File: src/rtl/cbd_pkg.sv
package cbd_pkg;
  // Ring modulus the coefficients are reduced into
  localparam int unsigned CBD_Q       = 3329;
  // Largest supported binomial width; the small mode is one less
  localparam int unsigned CBD_ETA_MAX = 3;
  localparam int unsigned CBD_COEF_W  = 12;
  localparam int unsigned CBD_LANES   = 4;
  localparam int unsigned CBD_N_COEF  = 256;
endpackage

File: src/rtl/cbd_rst_sync.sv
module cbd_rst_sync (
  input  logic clk_i,
  input  logic rst_ni,
  output logic rst_sync_no
);
  logic [1:0] stage_q;

  always_ff @(posedge clk_i or negedge rst_ni) begin
    if (!rst_ni) stage_q <= 2'b00;
    else         stage_q <= {stage_q[0], 1'b1};
  end

  assign rst_sync_no = stage_q[1];
endmodule

File: src/rtl/cbd_lane.sv
module cbd_lane #(
  parameter int unsigned ETA_MAX = 3,
  parameter int unsigned COEF_W  = 12,
  parameter int unsigned Q       = 3329,
  localparam int unsigned GRP_W  = 2 * ETA_MAX,
  localparam int unsigned CNT_W  = $clog2(ETA_MAX + 1)
) (
  input  logic              eta_hi_i,
  input  logic [GRP_W-1:0]  grp_i,
  output logic [COEF_W-1:0] coef_o
);
  logic [CNT_W-1:0] pos_cnt, neg_cnt;

  // Parallel bit counting: both halves are counted in the same cycle
  always_comb begin
    pos_cnt = '0;
    neg_cnt = '0;
    for (int j = 0; j < ETA_MAX; j++) begin
      if (eta_hi_i) begin
        pos_cnt = pos_cnt + CNT_W'(grp_i[j]);
        neg_cnt = neg_cnt + CNT_W'(grp_i[ETA_MAX + j]);
      end else if (j < ETA_MAX - 1) begin
        pos_cnt = pos_cnt + CNT_W'(grp_i[j]);
        neg_cnt = neg_cnt + CNT_W'(grp_i[ETA_MAX - 1 + j]);
      end
    end
  end

  // Reduce into 0..Q-1 without a branch on the data's timing
  always_comb begin
    if (pos_cnt >= neg_cnt) coef_o = COEF_W'(pos_cnt - neg_cnt);
    else                    coef_o = COEF_W'(Q) - COEF_W'(neg_cnt - pos_cnt);
  end
endmodule

File: src/rtl/cbd_ctrl.sv
module cbd_ctrl #(
  parameter int unsigned BEATS = 64,
  localparam int unsigned CNT_W = $clog2(BEATS)
) (
  input  logic clk_i,
  input  logic rst_ni,
  input  logic start_i,
  input  logic eta_hi_i,
  input  logic in_valid_i,
  input  logic room_i,
  output logic busy_o,
  output logic eta_hi_o,
  output logic in_ready_o,
  output logic load_o,
  output logic last_beat_o
);
  logic             busy_q, busy_d;
  logic             eta_q, eta_d;
  logic [CNT_W-1:0] cnt_q, cnt_d;
  logic             cnt_en;

  assign in_ready_o  = busy_q & room_i;
  assign load_o      = in_ready_o & in_valid_i;
  assign last_beat_o = (cnt_q == CNT_W'(BEATS - 1));

  always_comb begin
    busy_d = busy_q;
    eta_d  = eta_q;
    cnt_d  = cnt_q;
    cnt_en = 1'b0;
    if (!busy_q) begin
      if (start_i) begin
        busy_d = 1'b1;
        eta_d  = eta_hi_i;
        cnt_d  = '0;
        cnt_en = 1'b1;
      end
    end else if (load_o) begin
      cnt_d  = cnt_q + 1'b1;
      cnt_en = 1'b1;
      if (last_beat_o) busy_d = 1'b0;
    end
  end

  always_ff @(posedge clk_i or negedge rst_ni) begin
    if (!rst_ni) begin
      busy_q <= 1'b0;
      eta_q  <= 1'b0;
      cnt_q  <= '0;
    end else begin
      busy_q <= busy_d;
      if (cnt_en) begin
        eta_q <= eta_d;
        cnt_q <= cnt_d;
      end
    end
  end

  assign busy_o   = busy_q;
  assign eta_hi_o = eta_q;
endmodule

File: src/rtl/cbd_outreg.sv
module cbd_outreg #(
  parameter int unsigned DATA_W = 48
) (
  input  logic              clk_i,
  input  logic              rst_ni,
  input  logic              load_i,
  input  logic [DATA_W-1:0] data_i,
  input  logic              last_i,
  input  logic              out_ready_i,
  output logic              valid_o,
  output logic [DATA_W-1:0] data_o,
  output logic              last_o,
  output logic              room_o
);
  logic              valid_q, valid_d;
  logic [DATA_W-1:0] data_q;
  logic              last_q;

  assign room_o = !valid_q || out_ready_i;

  always_comb begin
    valid_d = valid_q;
    if (load_i)           valid_d = 1'b1;
    else if (out_ready_i) valid_d = 1'b0;
  end

  always_ff @(posedge clk_i or negedge rst_ni) begin
    if (!rst_ni) valid_q <= 1'b0;
    else         valid_q <= valid_d;
  end

  // Payload needs no reset: it is qualified by valid_q
  always_ff @(posedge clk_i) begin
    if (load_i) begin
      data_q <= data_i;
      last_q <= last_i;
    end
  end

  assign valid_o = valid_q;
  assign data_o  = data_q;
  assign last_o  = valid_q & last_q;
endmodule

File: src/rtl/cbd_sampler.sv
module cbd_sampler
  import cbd_pkg::*;
#(
  parameter int unsigned LANES   = CBD_LANES,
  parameter int unsigned ETA_MAX = CBD_ETA_MAX,
  parameter int unsigned COEF_W  = CBD_COEF_W,
  parameter int unsigned Q       = CBD_Q,
  parameter int unsigned N_COEF  = CBD_N_COEF,
  localparam int unsigned GRP_W  = 2 * ETA_MAX,
  localparam int unsigned LO_W   = 2 * (ETA_MAX - 1),
  localparam int unsigned IN_W   = LANES * GRP_W,
  localparam int unsigned OUT_W  = LANES * COEF_W,
  localparam int unsigned BEATS  = N_COEF / LANES
) (
  input  logic             clk_i,
  input  logic             rst_ni,
  input  logic             start_i,
  input  logic             eta_hi_i,
  input  logic             in_valid_i,
  input  logic [IN_W-1:0]  in_data_i,
  output logic             in_ready_o,
  output logic             out_valid_o,
  output logic [OUT_W-1:0] out_coef_o,
  output logic             out_last_o,
  input  logic             out_ready_i
);
  logic             rst_sync_n;
  logic             busy;
  logic             eta_hi;
  logic             room;
  logic             load;
  logic             last_beat;
  logic [OUT_W-1:0] coef_vec;

  cbd_rst_sync u_rst (
    .clk_i       (clk_i),
    .rst_ni      (rst_ni),
    .rst_sync_no (rst_sync_n)
  );

  cbd_ctrl #(.BEATS(BEATS)) u_ctrl (
    .clk_i       (clk_i),
    .rst_ni      (rst_sync_n),
    .start_i     (start_i),
    .eta_hi_i    (eta_hi_i),
    .in_valid_i  (in_valid_i),
    .room_i      (room),
    .busy_o      (busy),
    .eta_hi_o    (eta_hi),
    .in_ready_o  (in_ready_o),
    .load_o      (load),
    .last_beat_o (last_beat)
  );

  for (genvar k = 0; k < LANES; k++) begin : g_lane
    logic [GRP_W-1:0] grp;
    // Wide mode slices 2*ETA_MAX bits per lane, narrow mode 2*(ETA_MAX-1)
    assign grp = eta_hi ? in_data_i[k*GRP_W +: GRP_W]
                        : GRP_W'(in_data_i[k*LO_W +: LO_W]);
    cbd_lane #(.ETA_MAX(ETA_MAX), .COEF_W(COEF_W), .Q(Q)) u_lane (
      .eta_hi_i (eta_hi),
      .grp_i    (grp),
      .coef_o   (coef_vec[k*COEF_W +: COEF_W])
    );
  end

  cbd_outreg #(.DATA_W(OUT_W)) u_out (
    .clk_i       (clk_i),
    .rst_ni      (rst_sync_n),
    .load_i      (load),
    .data_i      (coef_vec),
    .last_i      (last_beat),
    .out_ready_i (out_ready_i),
    .valid_o     (out_valid_o),
    .data_o      (out_coef_o),
    .last_o      (out_last_o),
    .room_o      (room)
  );
endmodule

File: config.mk
export PLATFORM = sky130hd
export DESIGN_NAME = cbd_sampler
export DESIGN_NICKNAME = d
export VERILOG_FILES = /design/src/rtl/cbd_pkg.sv /design/src/rtl/cbd_rst_sync.sv /design/src/rtl/cbd_lane.sv /design/src/rtl/cbd_ctrl.sv /design/src/rtl/cbd_outreg.sv /design/src/rtl/cbd_sampler.sv
export SDC_FILE = /design/constraint.sdc
export NUM_CORES = 1
export LEC_CHECK = 0
export BUFFER_PORTS_ARGS = -buffer_cell sky130_fd_sc_hd__buf_2
export CORE_MARGIN = 10
export CORE_UTILIZATION = 49
export DETAILED_ROUTE_END_ITERATION = 12
export GPL_TIMING_DRIVEN = 0
export PLACE_DENSITY = 0.75
export SYNTH_ARGS = -nofsm -noshare
export SYNTH_HDL_FRONTEND = slang
export SYNTH_SLANG_ARGS = --single-unit
File: constraint.sdc
create_clock -name clk_i -period 1.5 [get_ports clk_i]
set_clock_uncertainty 0.05 [all_clocks]
set_input_delay 0.3 -clock clk_i [delete_from_list [all_inputs] [get_ports clk_i]]
set_output_delay 0.3 -clock clk_i [all_outputs]
set_load 0.05 [all_outputs]
After elaboration in Yosys (flattened, before gate mapping)
Index checks and enable logic that the tools add are counted.

operators by class
  add/sub/neg operators = 33
  magnitude comparators = 4
  equality and inequality tests = 2
  muxes and demuxes = 35
  bitwise gates (word level) = 4
  reduce and logical (&&, ||, !) cells = 6

operator list
  cell                                                            number
  12-bit 2-to-1 mux                                               4
  12-bit subtractor (first input constant)                        4
  6-bit 2-to-1 mux                                                7
  1-bit by 1-bit adder with 2-bit output                          12
  2-bit 2-to-1 mux                                                12
  2-bit by 2-bit subtractor with 3-bit output                     8
  2-bit by 1-bit adder with 2-bit output                          8
  1-bit 2-to-1 mux                                                12
  2-bit greater-or-equal comparator                               4
  6-bit by 1-bit adder with 6-bit output (second input constant)  1
  6-bit equality test (second input constant)                     1
  3-bit AND reduction                                             2
  2-bit nonzero test                                              2
  1-bit bitwise AND                                               3
  2-bit inequality test (second input constant)                   1
  1-bit logical NOT                                               1
  1-bit logical OR                                                1
  1-bit inverter                                                  1

storage, ports and cells
  flip-flop bits (word level) = 60
  input bits = 30
  output and inout bits = 51
  logic and storage cells = 91

Logic depth before layout (Yosys ltp)
Gate-level depths: netlist of run 1.

  depth in word-level cells = 9
  depth in mapped cells = 15
  gate-level depth less buffers = 13

Modules after synthesis
Synthesis of run 1 repeated with hierarchy kept, for this count alone.

second synthesis, totals
  cells, all modules = 299
  area, all modules = 3,767.4 um2

by module, submodules not included
  module        instances  cells each  area an instance (um2)  sequential area each (um2)
  cbd_lane      4          46          389.1                   0.0
  cbd_outreg    1          53          1,522.7                 1,496.4
  cbd_ctrl      1          37          381.6                   200.2
  cbd_sampler   1          22          252.7                   0.0
  cbd_rst_sync  1          3           53.8                    50.0

Least setup slack after synthesis of run 1
OpenSTA, ideal clock, no wires.

  path kind = register -> register
  start = reg u_ctrl.eta_q, in the netlist u_ctrl.eta_hi_o
  end = reg u_out.data_q[37], in the netlist u_out.data_o[37] (data pin)
  library setup time = 260 ps
  data arrival time = 2,879 ps
  required time = 1,190 ps
  path slack = -1,689 ps
  cell stages (with the launch flop) = 12
  buffers on the path = 2
  clock period less this slack = 3,189 ps
  cell sequence = dfrtp_1 > buf_2 > buf_2 > mux2_2 > fa_1 > mux2_2 > inv_1 > ha_1 > inv_1 > fa_1 > a21oi_1 > mux2_2

on the way
  longest elaborated chain between the ends = 9
  elaborated cells on any way between the ends = 15
  those cells by class = add/sub: 8; order compare: 1; mux: 6

RTL lines
  element                                                           line                            text
  start: declaration                                                cbd_ctrl.sv:18                  logic eta_q, eta_d;
  start signal: assignment                                          cbd_ctrl.sv:53                  eta_q <= eta_d;
  6-bit 2-to-1 mux                                                  cbd_sampler.sv:58               assign grp = eta_hi ? in_data_i[k*GRP_W +: GRP_W]
  1-bit 2-to-1 mux                                                  cbd_lane.sv:19                  if (eta_hi_i) begin
  1-bit by 1-bit adder with 2-bit output, on equally long branches  cbd_lane.sv:24, cbd_lane.sv:21
  2-bit 2-to-1 mux                                                  cbd_lane.sv:19
  2-bit by 1-bit adder with 2-bit output                            cbd_lane.sv:21                  neg_cnt = neg_cnt + CNT_W'(grp_i[ETA_MAX + j]);
  2-bit 2-to-1 mux                                                  cbd_lane.sv:19
  2-bit by 2-bit subtractor with 3-bit output                       cbd_lane.sv:32                  else coef_o = COEF_W'(Q) - COEF_W'(neg_cnt - pos_cnt);
  12-bit subtractor                                                 cbd_lane.sv:32
  12-bit 2-to-1 mux *                                               cbd_lane.sv:31                  if (pos_cnt >= neg_cnt) coef_o = COEF_W'(pos_cnt - neg_cnt);
  named net coef_vec[37]                                            cbd_sampler.sv:33               logic [OUT_W-1:0] coef_vec;
  end signal: assignment                                            cbd_outreg.sv:35                data_q <= data_i;
  end: declaration                                                  cbd_outreg.sv:16                logic [DATA_W-1:0] data_q;

The timed path passes the listed nets; every way through them passes the cells marked *.
A chain may end at the register's enable or synchronous reset.

Worst setup path after layout of run 1
  start = reg u_ctrl.eta_q, in the netlist u_ctrl.eta_hi_o
  end = reg u_out.data_q[7], in the netlist u_out.data_o[7] (data pin)

on the way
  longest elaborated chain between the ends = 8
  elaborated cells on any way between the ends = 13
  those cells by class = add/sub: 6; order compare: 1; mux: 6

RTL lines
  element                                                           line
  1-bit 2-to-1 mux / 6-bit 2-to-1 mux (equally long branches)       cbd_lane.sv:19, cbd_sampler.sv:58
  1-bit by 1-bit adder with 2-bit output, on equally long branches  cbd_lane.sv:24, cbd_lane.sv:21
  2-bit 2-to-1 mux                                                  cbd_lane.sv:19
  2-bit by 1-bit adder with 2-bit output                            cbd_lane.sv:21
  2-bit 2-to-1 mux                                                  cbd_lane.sv:19
  2-bit by 2-bit subtractor with 3-bit output                       cbd_lane.sv:32
  12-bit subtractor                                                 cbd_lane.sv:32
  12-bit 2-to-1 mux *                                               cbd_lane.sv:31

Every way passes the cells marked *; elsewhere a longest branch is shown, timed or not.

==> run metrics, run 1 <==
outcome=complete, but fails checks; failing checks=negative setup slack; Worst path depth=12; Worst-Skew Late Latency=290 ps; startpoint types=flop; Netlist Area Pre-Place=approximately 2900 µm²; # DRC=0; io pins=between 80 and 90; Post-synth EDFFs=29; reg-to-reg slack, setup=-1580 ps; total core area=roughly 6000 µm²; Inst Count DP=about 420; Post-synth top flop=edfxtp_1; WL met1=between 2 and 3 mm; number of global-route vias before repair=about 2200; routability cong.=a little over 0.8; Initial Utilization=roughly 50%; crit-path max FO=5; cts bufs inserted=5; total gr overflow=0; cell family with most CP delay=adder cells; fraction of layout cells with a size suffix above 1=about 63%; fin crit share=205.6%; Crit path largest cell delay=roughly 540 ps; Tmin final=3084 ps; syn_area_per_cell=11.04 µm²; 1st-iter DRT viols=between 60 and 70; WL final=about 6.4 mm; CTS tree=yes; Die H=between 90 and 100 µm; RSZ-0062 raised after global routing=true; antenna violations before repair=0; pin count of the biggest net entering global routing=35; routed vias/inst=between 4 and 5; global-route wire length before repair=between 10 and 15 mm; worst-case reg-to-reg path depth=12; Synth async-reset ratio=approximately 28%; Synth cell types=33; H-tree depth=2; clock tree sinks=40; Slowest-stage cell, CP=fa_1; Pwr Total=about 6.6 mW; FF-to-FF End=u_out.data_o[7]; final setup margin=-1584 ps; Die Width=around 100 µm; Syn Inst Count=around 270; buffer and inverter count on the worst path=4; critical path type=reg -> reg; nature of the critical path endpoint=flop; CP Cell Sequence=buf_6, buf_16, mux2_4, fa_1, mux2_4, inv_2, ha_4, fa_1, inv_2, ha_2, a21oi_2, nor2b_1; worst slack at placement=-1690 ps; Static Leakage=just under 2 nW; die area=about 9500 µm²; DRT antenna net count=0; vias=around 2200; part of the Yosys area used for sequential elements=39.01%; Row Count=28; Slew Limit Fails=0; RR Startpoint=u_ctrl.eta_hi_o; syn nets=between 300 and 400; arrival time worst endpoint=between 3000 and 4000 ps; Max Cap Violations=0; highest routed layer=met4; Fin. Hold Viols=0; non-filler cells, final=roughly 450; Fmax=around 0.32 GHz; PortBufs=80; number of iterations in the first detailed-routing pass=4; WL met2=between 3 and 4 mm; #FFs+latches synth=40; Worst Path Required=roughly 1500 ps; final setup vio count=28; peak supply drop=~1100 µV; DPL Wire Length=between 4 and 5 mm; # nets final=~450; CTS Buffer Depth=2; cell area power density=between 1500 and 2000 nW/µm²; GRT Util Overall=about 13%; CTS clk-pin slew, worst paths=around 80 ps; routed length on met3=242 µm; yosys warns=0; Antenna diodes=0; clock root buffer=clkbuf_8; WL/cell=~14 µm; worst min path class=reg -> async; Synth-to-Final Area Change=43.19%
==> synthesized netlist by cell type (all sizes together), types with 2 or more instances <==
master / number / area (µm²)
a21boi: 3 / 22.52
a21oi: 13 / 65.06
a31oi: 2 / 12.51
and2: 7 / 45.05
buf: 25 / 175.2
dfrtp: 11 / 275.3
edfxtp: 29 / 870.8
fa: 16 / 320.3
ha: 27 / 337.8
inv: 31 / 116.4
mux2: 25 / 281.5
mux2i: 5 / 50.05
nand2: 26 / 100.1
nand2b: 5 / 31.28
nand3: 7 / 40.04
nand3b: 4 / 30.03
nor2: 12 / 45.04
nor2b: 2 / 12.51
o21ai: 6 / 30.03
xnor2: 2 / 17.52
==> report_power, final <==
| part | total [mW] | internal (mW) | switching (mW) |
|---|---|---|---|
| sequential | 1.68 | 1.55 | 0.126 |
| clock | 0.697 | 0.324 | 0.372 |
| combinational | 4.22 | 1.77 | 2.45 |
| total | 6.60 | 3.65 | 2.95 |
==> worst max path at each step <==
stage / endpoint / startpoint / slack, ps
detailed placement: u_out.data_o[43] / u_ctrl.eta_hi_o / -1690
CTS: u_out.data_o[2] / u_ctrl.eta_hi_o / -1600
global route: u_out.data_o[7] / u_ctrl.eta_hi_o / -1660
finish: u_out.data_o[7] / u_ctrl.eta_hi_o / -1580
global placement: u_out.data_o[43] / u_ctrl.eta_hi_o / -1630
floorplan: u_out.data_o[25] / u_ctrl.eta_hi_o / -1480
==> worst register-to-register path, stage by stage (launching register included) <==
cell     delay (ps)
dfrtp_1         390
buf_6           150
buf_16          140
mux2_4          310
fa_1            540
mux2_4          150
inv_2            40
ha_4            150
fa_1            520
inv_2            70
ha_2            170
a21oi_2          90
nor2b_1          50
==> sequential cells by signal (all words and copies together) (netlist names) <==
register / count
u_out.data_o: 28
u_out.valid_o: 1
u_out.last_q: 1
u_ctrl.eta_hi_o: 1
u_rst.stage_q: 2
u_ctrl.cnt_q: 6
u_ctrl.busy_o: 1
==> stage by stage <==
stage	utilization (%)	setup TNS [ps]	hold WS, ps	cell area (µm²)
after floorplan	-	-35690	-45.59	3107
after global placement	61.18	-39500	35.37	3601
after detailed placement	61.18	-40200	37.06	3601
after CTS	68.69	-39410	121.4	4043
after global routing	71.47	-42380	140.2	4207
final	71.47	-39950	104.9	4207
==> placed cells by master, fill, tap and decap left out, drive strengths merged, types with 2 or more instances in the layout <==
cell	instances
buf	126
inv	31
edfxtp	29
ha	27
nand2	26
mux2	25
fa	16
a21oi	13
nor2	12
dfrtp	11
nand3	7
and2	7
o21ai	6
clkbuf	5
mux2i	5
nand2b	5
nand3b	4
clkinv	4
a21boi	3
a31oi	2
nor2b	2
xnor2	2
==> kinds of logic (layout without fill, tap and decap cells) <==
family	Yosys count	count (layout)	share of synthesized area (%)
multiplexers	30	30	11.29
AND/OR/NAND/NOR	68	68	11.67
AO/OA/AOI/OAI	26	26	4.983
adder cells (fa/ha/maj)	43	43	22.40
buffers and inverters	56	167	9.923
flip-flops	40	40	39.01
XOR/XNOR	2	2	0.5964
other	1	1	0.1276
==> timing repair <==
action                                 4_1_cts  5_1_grt
gates resized for setup                     68       22
cloned                                       1        1
hold buffers                                 1        0
endpoints found under the hold margin        2        0
pin swaps                                   23       13
setup endpoints to repair                   30       30
setup buffers                               13        8
==> layout make-up <==
class	instances	area [µm²]
clock buffers	5	68.82
fillers	416	1679
repair inverters	1	8.758
inverters	31	138.9
flip-flops and latches	40	1149
clock inverters	3	18.77
plain buffers	24	216.5
well taps	75	93.84
repair buffers	103	631.9
multi-input cells	170	1881
==> routing by layer <==
metal,GRT usage (%),up-vias
met1,14.86,1067
met4,3.691,0
met5,0,-
li1,-,1086
met2,22.53,45
met3,2.347,4
No activity file was read; power rests on OpenSTA's default activity.
==> run 2: changes to the inputs <==
--- a/config.mk
+++ b/config.mk
@@ -6,6 +6,7 @@
 export NUM_CORES = 1
 export LEC_CHECK = 0
 export BUFFER_PORTS_ARGS = -buffer_cell sky130_fd_sc_hd__buf_2
+export CORE_ASPECT_RATIO = 0.5
 export CORE_MARGIN = 10
 export CORE_UTILIZATION = 49
 export DETAILED_ROUTE_END_ITERATION = 12
==> run 2 against run 1 <==
Compared with the run above:
- the run still ends with negative setup slack left
- clock-buffer cell count is the same
- clock power grew 43%
- worst setup slack lost 2.9 ps
- routed wire length grew 2.5%
- cell count shrank 2.9%
- worst hold slack lost 1.5 ps
- global-route usage grew 1.1 points
- critical endpoint is now u_out.data_o[2]
- sequential cell count is the same
==> run metrics, run 2 (synthesis results as in run 1) <==
Die Width=roughly 130 µm; Slew Limit Fails=0; outcome=complete, but fails checks; RR Startpoint=u_ctrl.eta_hi_o; final setup margin=-1586 ps; reg-to-reg slack, setup=-1590 ps; clock root buffer=clkbuf_16; critical path type=reg -> reg; final setup vio count=28; PortBufs=80; antenna violations before repair=0; DPL Wire Length=4.949 mm; commonest non-fill, non-tap cell in the layout=buf_2; DRT antenna net count=0; cell area power density=around 1600 nW/µm²; die area=9681 µm²; Die H=about 75 µm; GRT Util Overall=13.73%; non-filler cells, final=around 440; CTS Buffer Depth=2; Max Cap Violations=0; Tmin final=around 3100 ps; total core area=approximately 5600 µm²; total gr overflow=0; # nets final=about 440; startpoint types=flop; failing checks=negative setup slack; Inst Count DP=419; Worst Path Required=approximately 1500 ps; worst min path class=reg -> async; fin crit share=205.8%; most frequent cells in the layout=buf_2, edfxtp_1, buf_4, nand2_1, mux2_4; number of global-route vias before repair=roughly 2400; worst-case reg-to-reg path depth=11; Largest register FFs=28; clock tree sinks=40; Fmax=approximately 0.32 GHz; RSZ-0062 raised after global routing=true; WL/cell=~15 µm; Row Count=19; Initial Utilization=a little over half; routability cong.=0.7985; Static Leakage=1.884 nW; Fin. Hold Viols=0; vias=2169; global-route wire length before repair=approximately 11 mm; number of iterations in the first detailed-routing pass=4; 1st-iter DRT viols=88; arrival time worst endpoint=roughly 3100 ps; Synth-to-Final Area Change=38.80%; io pins=81; Final Util=72.37%; cts bufs inserted=5; FF-to-FF End=u_out.data_o[2]; peak supply drop=about 740 µV; CTS clk-pin slew, worst paths=approximately 60 ps; Worst-Skew Late Latency=around 280 ps; CTS tree=yes; # DRC=0; routed vias/inst=between 4 and 5; Antenna diodes=0; fillers=386; pin count of the biggest net entering global routing=35; crit-path max FO=6; fraction of layout cells with a size suffix above 1=57.38%; H-tree depth=2; WL final=6.575 mm; Hold WS=103.4 ps; crit path from=u_ctrl.eta_hi_o; nature of the critical path endpoint=flop
[run 2: cell count changes in the layout (fill, tap and decap cells not counted), moves of 3 or more]
| cell | change |
|---|---|
| nor2_2 | -3 |
| clkbuf_16 | +5 |
| nor2_1 | +3 |
| buf_6 | -4 |
| clkbuf_8 | -5 |
| inv_1 | +3 |
| buf_4 | -6 |
[run 2: worst max-delay path, stage by stage (launching register included)]
cell and delay [ps]:
dfrtp_1 370, buf_6 150, buf_12 140, mux2_4 310
fa_1 570, mux2_4 160, inv_2 40, ha_4 150
fa_1 530, inv_2 80, ha_4 260, a21boi_2 40
[run 2: area by class of cell]
cell class	instances	area (µm²)	area share, %
Timing Repair inverter	1	8.758	0.2148
Clock inverter	3	13.76	0.3375
Timing Repair Buffer	92	530.5	13.01
Sequential cell	40	1149	28.17
Clock buffer	5	125.1	3.068
Buffer	24	212.7	5.216
Inverter	31	133.9	3.283
Multi-Input combinational cell	170	1813	44.46
Tap cell	73	91.34	2.240
[run 2: worst max path at each step]
stage | to | slack (ps)
after floorplan | u_out.data_o[25] | -1480
after global placement | u_out.data_o[19] | -1640
after detailed placement | u_out.data_o[7] | -1660
after CTS | u_out.data_o[2] | -1590
after global routing | u_out.data_o[7] | -1680
final | u_out.data_o[2] | -1590
[run 2: report_power, final]
| group | internal (mW) | switching, mW | total [mW] |
|---|---|---|---|
| sequential | 1.56 | 0.128 | 1.68 |
| combinational | 1.61 | 2.37 | 3.98 |
| clock | 0.603 | 0.397 | 0.999 |
[run 2: metal layers]
| metal | global-route usage (%) | wire length (µm) |
|---|---|---|
| met1 | 13.09 | 2421 |
| met2 | 27.43 | 3631 |
| met3 | 5.256 | 469 |
| met4 | 4.084 | 53 |
| met5 | 0 | 0 |
[run 2: through the flow]
step           setup WS [ps]  total power [mW]  instance area, µm²  setup TNS, ps
3_3_place_gp           -1636             4.968                3598         -38840
4_1_cts                -1586             6.582                3998         -39790
6_report               -1586             6.664                4078         -39410
2_1_floorplan          -1479             4.431                3107         -35690
3_5_place_dp           -1664             5.094                3598         -39950
5_1_grt                -1683             7.113                4078         -42100
[run 2: what timing repair did]
item,4_1_cts,5_1_grt
hold endpoints to repair,2,0
gates resized for setup,46,15
gates cloned,1,1
endpoints found under the setup margin,29,30
pin swaps,17,10
setup buffers,8,3
hold buffers,1,0
